===== src/rtl/tx_char_guard.sv =====
module tx_char_guard #(
  parameter int DW = 8,
  parameter int CW = 2,
  parameter int PASS_LEN = 511,
  parameter int SYNC_LEN = 16,
  parameter logic [DW-1:0] BAD_DATA = 8'hE0,
  parameter logic [CW-1:0] BAD_CTL = 2'b01
) (
  input  logic          clk,
  input  logic          rst,
  input  logic          chk_en,
  input  logic          bist_en,
  input  logic          common_clk,
  input  logic          enc_bypass,
  input  logic [DW-1:0] in_data,
  input  logic [CW-1:0] in_ctl,
  input  logic          in_par,
  input  logic          sync_done,
  input  logic          realign,
  input  logic          buf_under,
  input  logic          buf_over,
  output logic [DW-1:0] out_data,
  output logic [CW-1:0] out_ctl,
  output logic          status,
  output logic [1:0]    status_src
);
  localparam int PLONG = PASS_LEN + SYNC_LEN;
  localparam int CNTW = $clog2(PLONG + 1);
  localparam logic [CNTW-1:0] P_SHORT = CNTW'(PASS_LEN);
  localparam logic [CNTW-1:0] P_LONG = CNTW'(PLONG);
  localparam logic [CNTW-1:0] W_LONG = CNTW'(SYNC_LEN + 1);

  logic            par_q, fault_q, bist_act;
  logic [CNTW-1:0] cnt;

  wire par_fail = chk_en && !(^{in_data, in_ctl, in_par});
  wire wsync    = common_clk && !enc_bypass;
  wire [CNTW-1:0] period = wsync ? P_LONG : P_SHORT;
  wire [CNTW-1:0] start  = wsync ? (P_LONG - W_LONG) : (P_SHORT - 1'b1);
  wire bist_pulse = bist_act && (cnt >= start);
  wire fault_in   = buf_under || buf_over;

  always_ff @(posedge clk) begin
    if (rst) begin
      out_data <= '0;
      out_ctl  <= '0;
      par_q    <= 1'b0;
    end else begin
      out_data <= par_fail ? BAD_DATA : in_data;
      out_ctl  <= par_fail ? BAD_CTL : in_ctl;
      par_q    <= par_fail;
    end
  end

  always_ff @(posedge clk) begin
    if (rst)                       fault_q <= 1'b0;
    else if (fault_in)             fault_q <= 1'b1;
    else if (sync_done || realign) fault_q <= 1'b0;
  end

  always_ff @(posedge clk) begin
    if (rst || !bist_en) cnt <= '0;
    else if (cnt >= period - 1'b1) cnt <= '0;
    else cnt <= cnt + 1'b1;
    bist_act <= !rst && bist_en;
  end

  assign status     = fault_q || bist_pulse || par_q;
  assign status_src = fault_q ? 2'd3 : bist_pulse ? 2'd2 : par_q ? 2'd1 : 2'd0;

  p_sub_code_r2: assert property (@(posedge clk) disable iff (rst)
    par_q |-> (out_data == BAD_DATA && out_ctl == BAD_CTL));
  p_par_gate_r1: assert property (@(posedge clk) disable iff (rst)
    par_q |-> $past(chk_en));
  p_fault_set_r7: assert property (@(posedge clk) disable iff (rst)
    fault_in |=> status && status_src == 2'd3);
  p_fault_hold_r8: assert property (@(posedge clk) disable iff (rst)
    (status_src == 2'd3 && !sync_done && !realign) |=> status_src == 2'd3);
  p_fault_clr_r8: assert property (@(posedge clk) disable iff (rst)
    ((sync_done || realign) && !fault_in) |=> status_src != 2'd3);
  p_cnt_range_r4: assert property (@(posedge clk) disable iff (rst)
    cnt < P_LONG);
  p_src_or_r9: assert property (@(posedge clk) disable iff (rst)
    status == (status_src != 2'd0));
endmodule


===== config.mk =====
export PLATFORM = sky130hd
export DESIGN_NAME = tx_char_guard
export DESIGN_NICKNAME = d
export VERILOG_FILES = /design/src/rtl/tx_char_guard.sv
export SDC_FILE = /design/constraint.sdc
export NUM_CORES = 1
export LEC_CHECK = 0
export BUFFER_PORTS_ARGS = -buffer_cell sky130_fd_sc_hd__buf_2
export CAP_MARGIN = 10
export CORE_AREA = 2 2 52 54
export DETAILED_ROUTE_END_ITERATION = 7
export DIE_AREA = 0 0 54 56
export PLACE_DENSITY = 0.74
export SLEW_MARGIN = 20
export SYNTH_ARGS = -nofsm -noshare
export SYNTH_HDL_FRONTEND = slang
export SYNTH_SLANG_ARGS = --single-unit

===== constraint.sdc =====
create_clock -name clk -period 2.4 [get_ports clk]
set_input_delay 0.48 -clock clk [delete_from_list [all_inputs] [get_ports clk]]
set_output_delay 0.48 -clock clk [all_outputs]
set_load 0.03 [all_outputs]

==> impl_results.md, run 1 <==
* Crit path max-delay family: simple AND/OR/NAND/NOR gates
* Final GP Congestion at between 0.8 and 0.9
* Largest net degree at the start of global routing at 18
* FF-to-FF Start: cnt[4]
* R2R Setup Slk at around 650 ps
* Max Transition Viols Final at 0
* HP Start: buf_over
* Diodes inserted at 0
* Dpl hpwl at between 1500 and 2000 µm
* Post-synth EDFFs at 0
* Syn Inst Count at 118
* Max VDD drop at roughly 0.42 mV
* Hold worst-path end: fault_q
* Worst reg2reg endpoint: cnt[3]
* Status: finished clean
* Rows at 18
* GRT Total Usage at 0.169
* Power per cell area at 617 nW/µm²
* Final Hold Fails at 0
* Worst Skew at about 11 ps
* Initial DRC count at 11
* Final instance count without filler cells at 183
* Max_cap viols at 0
* R2R cell count at 5
* Port Buffer Count at 33
* Crit path launch type: flop
* Gr ovfl total at 0
* Initial Util at 0.477
* RSZ-0062 raised after global routing: false
* CTS tree: yes
* Crit path required time at 1920 ps
* Die height at between 50 and 60 µm
* DR vias at roughly 940
* Worst-margin pin slew at a little over 400 ps
* Vias in the first global route at slightly below 1k
* Overall Power at 0.858 mW
* Setup tns final at 0 ps
* Die Area at around 3000 µm²
* Worst Path Arrival at 1770 ps
* Post-Syn Nets at approximately 140
* Register bit total from synthesis at 23
* # DRC at 0
* CTS H-tree lvls at 1
* Most common library cells after synthesis: 23 x dfxtp_1, 11 x a211oi_1, 9 x nand2b_1, 9 x xnor2_1, 7 x nor2_1
* Yosys top cell area share at 0.397
* Wire per inst at between 10 and 15 µm
* Core ar. at approximately 2400 µm²
* Main flop type after synthesis: dfxtp_1
* Die X at approximately 54 µm
* PnR worst setup slack at about 150 ps
* Clk pin slew, worst setup/hold paths at 130 ps
* First-pass GRT wire length at about 3900 µm
* Syn Std Cell Area at 1160 µm²
* Ys async rst share at 0
* Crit path capture type: output port
* Clock latency on the worst-skew pair at between 300 and 400 ps
* CP peak stage delay at approximately 400 ps
* Worst path slowest cell: or3b_4
* Hold Crit Class: in -> reg
* Hold Path Stages at 3
* Placed Cells at between 150 and 200
* CTS Hold Bufs at 0
* Buf+Inv Stages, Crit Path at 2
* Most frequent cell after synthesis: dfxtp_1
* Via/cell ratio at about 5
* Layout net count at 180
* Synth unique cells at 30
* Post-place setup slack at between 200 and 250 ps
* Max-slew headroom at 0.726
* Final Routed Wirelength at 2220 µm
* Layout cells sized above 1 at 0.327
* Post-layout util at 0.572
* CTS max path bufs at 2
* CTS Root Cell: clkbuf_4
* CP max FO at 3
* Antenna violations before repair at 0
* Clock sinks at 23
* CTS buffer count at 3
* Syn Area/Cell at roughly 9.8 µm²
* Synth top area cells: dfxtp_1 40%, a211oi_1 7.1%, xnor2_1 6.8%
* Tmin final at approximately 2200 ps
* Pre-Repair DR Iteration Count at 4
* Setup violators final at 0
* Final period util at 0.937
* P_leak at between 0.6 and 0.7 nW
* I/O pins at 34
* Fmax at ~440 MHz
* Synth Warn # at 0
* Worst path cell trace: inv_1 > ha_1 > nor2_1 > nor3_1 > o21ai_1 > or3b_4 > buf_4
* Antenna Nets Post-Route at 0
* Sequential area share after synthesis at 0.397
* Area leader, netlist: dfxtp_1
* P&R area growth vs syn at 20.0%
* Crit path kind: reg -> out
## per-stage QoR
stage / area (µm²) / hold WS [ps]
final: 1390 / 371
after global routing: 1390 / 377
after CTS: 1380 / 370
after detailed placement: 1340 / 523
after global placement: 1340 / 501
after floorplan: 1160 / 481
## layout by cell type, fill, tap and decap left out, types with 4 or more instances in the layout
cell type  instances
o31ai_1            4
ha_1               5
nand3_1            5
dfxtp_1           21
buf_2             32
xor2_1             4
nor3_1             4
nor2_1             7
xnor2_1            9
nand2_1            5
nand2b_1           9
a211oi_1          11
a21oi_1            6
## cell type report
| cell class | instances | area [µm²] |
|---|---|---|
| timing repair buffer | 35 | 183 |
| multi-input combinational | 87 | 664 |
| clock buffer | 4 | 26.3 |
| tap | 30 | 37.5 |
| sequential | 23 | 465 |
| inverter | 4 | 15.0 |
| fill | 223 | 1040 |
## routing by layer
| metal | part of all wire | wire (µm) | vias up | GRT usage |
|---|---|---|---|---|
| met5 | 0 | 0 | - | 0 |
| li1 | - | - | 482 | - |
| met1 | 0.45 | 1010 | 430 | 0.209 |
| met3 | 0.048 | 106 | 5 | 0.0403 |
| met4 | 0.015 | 34 | 0 | 0.0679 |
| met2 | 0.48 | 1070 | 22 | 0.274 |
## cell families after synthesis
| kind of cell | count (synthesis) | share of synthesized area |
|---|---|---|
| buffers and inverters | 8 | 0.0324 |
| xor gates and xnor gates | 18 | 0.182 |
| adders and majority gates | 6 | 0.0636 |
| AOI/OAI and AO/OA | 26 | 0.153 |
| and+or+nand+nor | 37 | 0.172 |
| DFF | 23 | 0.397 |
## registers in the layout, summed over array words and instances (netlist names)
| signal | flops |
|---|---|
| bist_act | 1 |
| cnt | 10 |
| fault_q | 1 |
| out_ctl | 2 |
| out_data | 8 |
| par_q | 1 |
## worst max path at each step
stage / from / to / slack [ps] / depth (start not counted)
CTS: cnt[0] / status / 30 / 7
floorplan: cnt[0] / status / 400 / 6
finish: cnt[0] / status / 150 / 7
detailed placement: cnt[0] / status / 240 / 7
global placement: cnt[0] / status / 270 / 7
global route: cnt[5] / status_src[0] / 10 / 6
## report_power, final
part	internal, mW	leakage, nW	switching, mW
registers	0.412	0.190	0.00993
logic	0.109	0.396	0.149
clock network	0.0650	0.0150	0.114
## tightest hold or removal path, stage by stage
cell and delay, ps:
buf_2 80, a211oi_1 30, nor2_1 70
## timing repair
| action | in CTS | in global routing |
|---|---|---|
| cloned | 0 | 0 |
| buffers inserted | 1 | 1 |
| pin swaps | 1 | 1 |
| resized for setup | 2 | 5 |
| setup endpoints to repair | 1 | 2 |
(Power assumes the default switching activity.)
==> run 2, diff against run 1 <==
==> constraint.sdc (replaced) <==
create_clock -name clk -period 2.4 [get_ports clk]
set_input_delay 0.48 -clock clk [delete_from_list [all_inputs] [get_ports clk]]
set_output_delay 0.48 -clock clk [all_outputs]
set_load 0.05 [all_outputs]
==> impl_results.md, run 2 (synthesized netlist as in run 1, its figures left out) <==
* Via/cell ratio at 5.23 (was 5.13)
* Max-slew headroom at 0.731 (was 0.726)
* Worst-margin pin slew at 403 ps (was 411 ps)
* Post-layout util at 0.575 (was 0.572)
* Die X at 54 µm (unchanged)
* Pre-Repair DR Iteration Count at 4 (unchanged)
* Overall Power at 0.912 mW (was 0.858 mW)
* Port Buffer Count at 33 (unchanged)
* First-pass GRT wire length at 3940 µm (was 3870 µm)
* Die Area at 3020 µm² (unchanged)
* Crit path required time at 1920 ps (about the same)
* Rows at 18 (unchanged)
* Top reg by flops: cnt (unchanged)
* Worst hold margin at 369 ps (was 371 ps)
* CTS Hold Bufs at 0 (unchanged)
* CTS buffer count at 3 (unchanged)
* CP max FO at 5 (was 3)
* Final GP Congestion at 0.842 (was 0.841)
* Crit path launch type: flop (unchanged)
* Final period util at 0.937 (about the same)
* Largest register FFs at 10 (unchanged)
* Crit path kind: reg -> out (unchanged)
* Post-place setup slack at 203 ps (was 236 ps)
* Wire per inst at 12.5 µm (was 12.1 µm)
* DR vias at 957 (was 939)
* Antenna Nets Post-Route at 0 (unchanged)
* GRT Total Usage at 0.174 (was 0.169)
* Diodes inserted at 0 (unchanged)
* Final instance area at 1400 µm² (was 1390 µm²)
* Hold Crit Class: in -> reg (unchanged)
* Commonest non-fill, non-tap cell in the layout: buf_2 (unchanged)
* P&R area growth vs syn at 20.6% (was 20.0%)
* # DRC at 0 (unchanged)
* Fmax at 445 MHz (about the same)
* Initial Util at 0.477 (unchanged)
* Initial DRC count at 11 (unchanged)
* Final Routed Wirelength at 2290 µm (was 2220 µm)
* Dpl hpwl at 1770 µm (was 1680 µm)
* CTS H-tree lvls at 1 (unchanged)
* Tmin final at 2250 ps (about the same)
* Status: finished clean (unchanged)
* Top flop regs: cnt x10, out_data x8, out_ctl x2 (unchanged)
* PnR worst setup slack at 151 ps (about the same)
* CTS Root Cell: clkbuf_4 (unchanged)
* RSZ-0062 raised after global routing: true (was false)
* Max Transition Viols Final at 0 (unchanged)
* Clk pin slew, worst setup/hold paths at 120 ps (was 130 ps)
* Vias in the first global route at 938 (was 968)
* Crit path capture type: output port (unchanged)
* Max_cap viols at 0 (unchanged)
* Antenna violations before repair at 0 (unchanged)
* Layout cells sized above 1 at 0.346 (was 0.327)
* Max VDD drop at 0.480 mV (was 0.416 mV)
* Layout net count at 180 (unchanged)
* Clock sinks at 23 (unchanged)
* CTS tree: yes (unchanged)
* Die height at 56 µm (unchanged)
* Setup tns final at 0 ps (unchanged)
* Clock latency on the worst-skew pair at 320 ps (was 310 ps)
* Largest net degree at the start of global routing at 18 (unchanged)
* Worst Path Arrival at 1770 ps (about the same)
* CTS max path bufs at 2 (unchanged)
* Setup violators final at 0 (unchanged)
* Final instance count without filler cells at 183 (unchanged)
* P_leak at 0.604 nW (was 0.601 nW)
* Placed Cells at 177 (unchanged)
* Final Hold Fails at 0 (unchanged)
* Core ar. at 2430 µm² (unchanged)
* Gr ovfl total at 0 (unchanged)
* Post-DP Area at 1340 µm² (unchanged)
* Power per cell area at 652 nW/µm² (was 617 nW/µm²)
* I/O pins at 34 (unchanged)
* Most frequent cells in the layout: 32 x buf_2, 18 x dfxtp_1, 11 x a211oi_1 (was 32 x buf_2, 21 x dfxtp_1, 11 x a211oi_1)
* Worst Skew at 5.88 ps (was 11.5 ps)
-- run 2: timing repair --
item / 4_1_cts / 5_1_grt
gates resized for setup: 3 / 7
endpoints found under the setup margin: 1 / 3
setup buffers: 1 / 1
pin swaps: 1 / 1
-- run 2: final timing paths --
kind	startpoint	endpoint	slack, ps	cells past startpoint
max	cnt[0]	status	150	7
min	buf_over	fault_q	370	3
max reg2reg	cnt[4]	cnt[9]	680	5
min reg2reg	cnt[0]	cnt[0]	450	1
-- run 2: power breakdown --
group,total (mW),leakage (nW),switching [mW],internal [mW]
combinational,0.307,0.397,0.196,0.111
sequential,0.423,0.192,0.0114,0.412
clock,0.181,0.0150,0.116,0.0651
-- run 2: metal layers --
layer	part of all wire	routed length, µm	track usage	vias up
li1	-	-	-	485
met1	0.44	1000	0.233	442
met2	0.50	1150	0.267	25
met3	0.038	88	0.0296	5
met4	0.022	51	0.0857	0
met5	0	0	0	-
-- run 2: final cells by class --
type	instances	area, µm²
Tap cell	30	37.5
Timing Repair Buffer	35	186
Inverter	4	15.0
Sequential cell	23	469
Fill cell	209	1030
Multi-Input combinational cell	87	664
Clock buffer	4	26.3
-- run 2: worst max-delay path, cell delays in order, from the launching register on --
cell     delay, ps
dfxtp_4        380
inv_1           40
ha_1           180
nor2_1          80
nor3_1          50
o21ai_1        150
or3b_4         400
buf_6          160
==> run 3, diff against run 2 <==
--- a/config.mk
+++ b/config.mk
@@ -5,7 +5,7 @@
 export SDC_FILE = /design/constraint.sdc
 export NUM_CORES = 1
 export LEC_CHECK = 0
-export BUFFER_PORTS_ARGS = -buffer_cell sky130_fd_sc_hd__buf_2
+export BUFFER_PORTS_ARGS = -buffer_cell sky130_fd_sc_hd__buf_4
 export CAP_MARGIN = 10
 export CORE_AREA = 2 2 52 54
 export DETAILED_ROUTE_END_ITERATION = 7
==> impl_results.md, run 3 (synthesized netlist as in run 1, its figures left out) <==
* Status: finished clean (unchanged)
* Initial Util at 0.477 (unchanged)
* Diodes inserted at 0 (unchanged)
* CTS H-tree lvls at 1 (unchanged)
* Setup violators final at 0 (unchanged)
* Final Hold Fails at 0 (unchanged)
* Commonest non-fill, non-tap cell in the layout: buf_4 (was buf_2)
* Pre-Repair DR Iteration Count at 4 (unchanged)
* GRT Total Usage at 0.177 (was 0.174)
* CTS Root Cell: clkbuf_4 (unchanged)
* # DRC at 0 (unchanged)
* Via/cell ratio at 5.03 (was 5.23)
* DR vias at 920 (was 957)
* Port Buffer Count at 33 (unchanged)
* I/O pins at 34 (unchanged)
* CTS max path bufs at 2 (unchanged)
* Final period util at 0.953 (was 0.937)
* Top reg by flops: cnt (unchanged)
* Antenna Nets Post-Route at 0 (unchanged)
* Wire per inst at 12.3 µm (was 12.5 µm)
* Setup tns final at 0 ps (unchanged)
* Vias in the first global route at 930 (was 938)
* Clock latency on the worst-skew pair at 310 ps (was 320 ps)
* Rows at 18 (unchanged)
* Top flop regs: cnt x10, out_data x8, out_ctl x2 (unchanged)
* CP max FO at 5 (unchanged)
* Fmax at 437 MHz (was 445 MHz)
* Max_cap viols at 0 (unchanged)
* Placed Cells at 177 (unchanged)
* Reg area at 467 µm² (was 469 µm²)
* Worst Path Arrival at 1810 ps (was 1770 ps)
* Area of the multi-input gates at 664 µm² (unchanged)
* Crit path launch type: flop (unchanged)
* Gr ovfl total at 0 (unchanged)
* Power per cell area at 636 nW/µm² (was 652 nW/µm²)
* Clk pin slew, worst setup/hold paths at 120 ps (about the same)
* Crit path required time at 1920 ps (about the same)
* Core ar. at 2430 µm² (unchanged)
* Largest net degree at the start of global routing at 18 (unchanged)
* Antenna violations before repair at 0 (unchanged)
* Initial DRC count at 25 (was 11)
* Worst Skew at 2.90 ps (was 5.88 ps)
* Die Area at 3020 µm² (unchanged)
* First-pass GRT wire length at 4060 µm (was 3940 µm)
* Hold Crit Class: in -> reg (unchanged)
* CTS buffer count at 3 (unchanged)
* Dpl hpwl at 1740 µm (was 1770 µm)
* Die X at 54 µm (unchanged)
* Max-slew headroom at 0.738 (was 0.731)
* Max Transition Viols Final at 0 (unchanged)
* Clock sinks at 23 (unchanged)
* Final GP Congestion at 0.846 (was 0.842)
* Crit path capture type: output port (unchanged)
* Layout cells sized above 1 at 0.333 (was 0.346)
* Final instance count without filler cells at 183 (unchanged)
* FILL cells at 207 (was 209)
* Most frequent cells in the layout: 34 x buf_4, 20 x dfxtp_1, 11 x a211oi_1 (was 32 x buf_2, 18 x dfxtp_1, 11 x a211oi_1)
* Worst-margin pin slew at 393 ps (was 403 ps)
* CTS tree: yes (unchanged)
* P&R area growth vs syn at 27.3% (was 20.6%)
* Crit path kind: reg -> out (unchanged)
* Max VDD drop at 0.433 mV (was 0.480 mV)
* Largest register FFs at 10 (unchanged)
* RSZ-0062 raised after global routing: false (was true)
* Tmin final at 2290 ps (was 2250 ps)
* Layout net count at 180 (unchanged)
* P_leak at 0.625 nW (was 0.604 nW)
* Die height at 56 µm (unchanged)
* Final Routed Wirelength at 2250 µm (was 2290 µm)
==> run 3: final cells by class <==
cell class	instances	share of cell area
Sequential cell	23	0.316
Timing Repair Buffer	35	0.181
Inverter	4	0.0102
Multi-Input combinational cell	87	0.450
Clock buffer	4	0.0178
Tap cell	30	0.0254
==> run 3: timing repair <==
action / in CTS / in global routing
endpoints found under the hold margin: 0 / 0
hold buffers: 0 / 0
buffers inserted: 1 / 1
setup endpoints to repair: 1 / 2
resized for setup: 4 / 3
pin swaps: 1 / 1
==> run 3: critical path, stage by stage, from the launching register on <==
cell,delay (ps)
dfxtp_1,470
nand4_1,210
nor3_1,230
o21ai_1,100
buf_4,140
a21o_1,160
buf_4,180
==> run 3: per-layer routing <==
layer  share of wire  track usage  routed length [µm]
met4           0.019       0.0750                  43
met1            0.46        0.242                1030
met5               0            0                   0
met3           0.061       0.0403                 137
met2            0.46        0.263                1040
==> run 3: power by group <==
group	internal (mW)	total, mW	switching (mW)	leakage, nW
registers	0.412	0.423	0.0111	0.191
logic	0.136	0.334	0.198	0.420
clock network	0.0650	0.181	0.116	0.0150
total	0.613	0.938	0.325	0.625
==> run 3: worst paths after layout <==
kind / from / to / slack (ps) / depth (start not counted)
worst min-delay path: buf_over / fault_q / 360 / 3
worst min register to register: cnt[0] / cnt[0] / 550 / 2
worst max-delay path: cnt[4] / status_src[0] / 110 / 6
worst max register to register: cnt[4] / cnt[5] / 680 / 5
==> run 3: per-stage QoR <==
step | setup slack (ps) | util | cell area [µm²] | hold WS, ps | power (mW)
4_1_cts | 15.9 | 0.602 | 1460 | 359 | 0.943
3_3_place_gp | 239 | 0.585 | 1420 | 500 | 0.757
5_1_grt | 0.424 | 0.607 | 1480 | 354 | 0.990
6_report | 112 | 0.607 | 1480 | 365 | 0.938
3_5_place_dp | 191 | 0.585 | 1420 | 526 | 0.762
2_1_floorplan | 347 | - | 1160 | 481 | 0.661
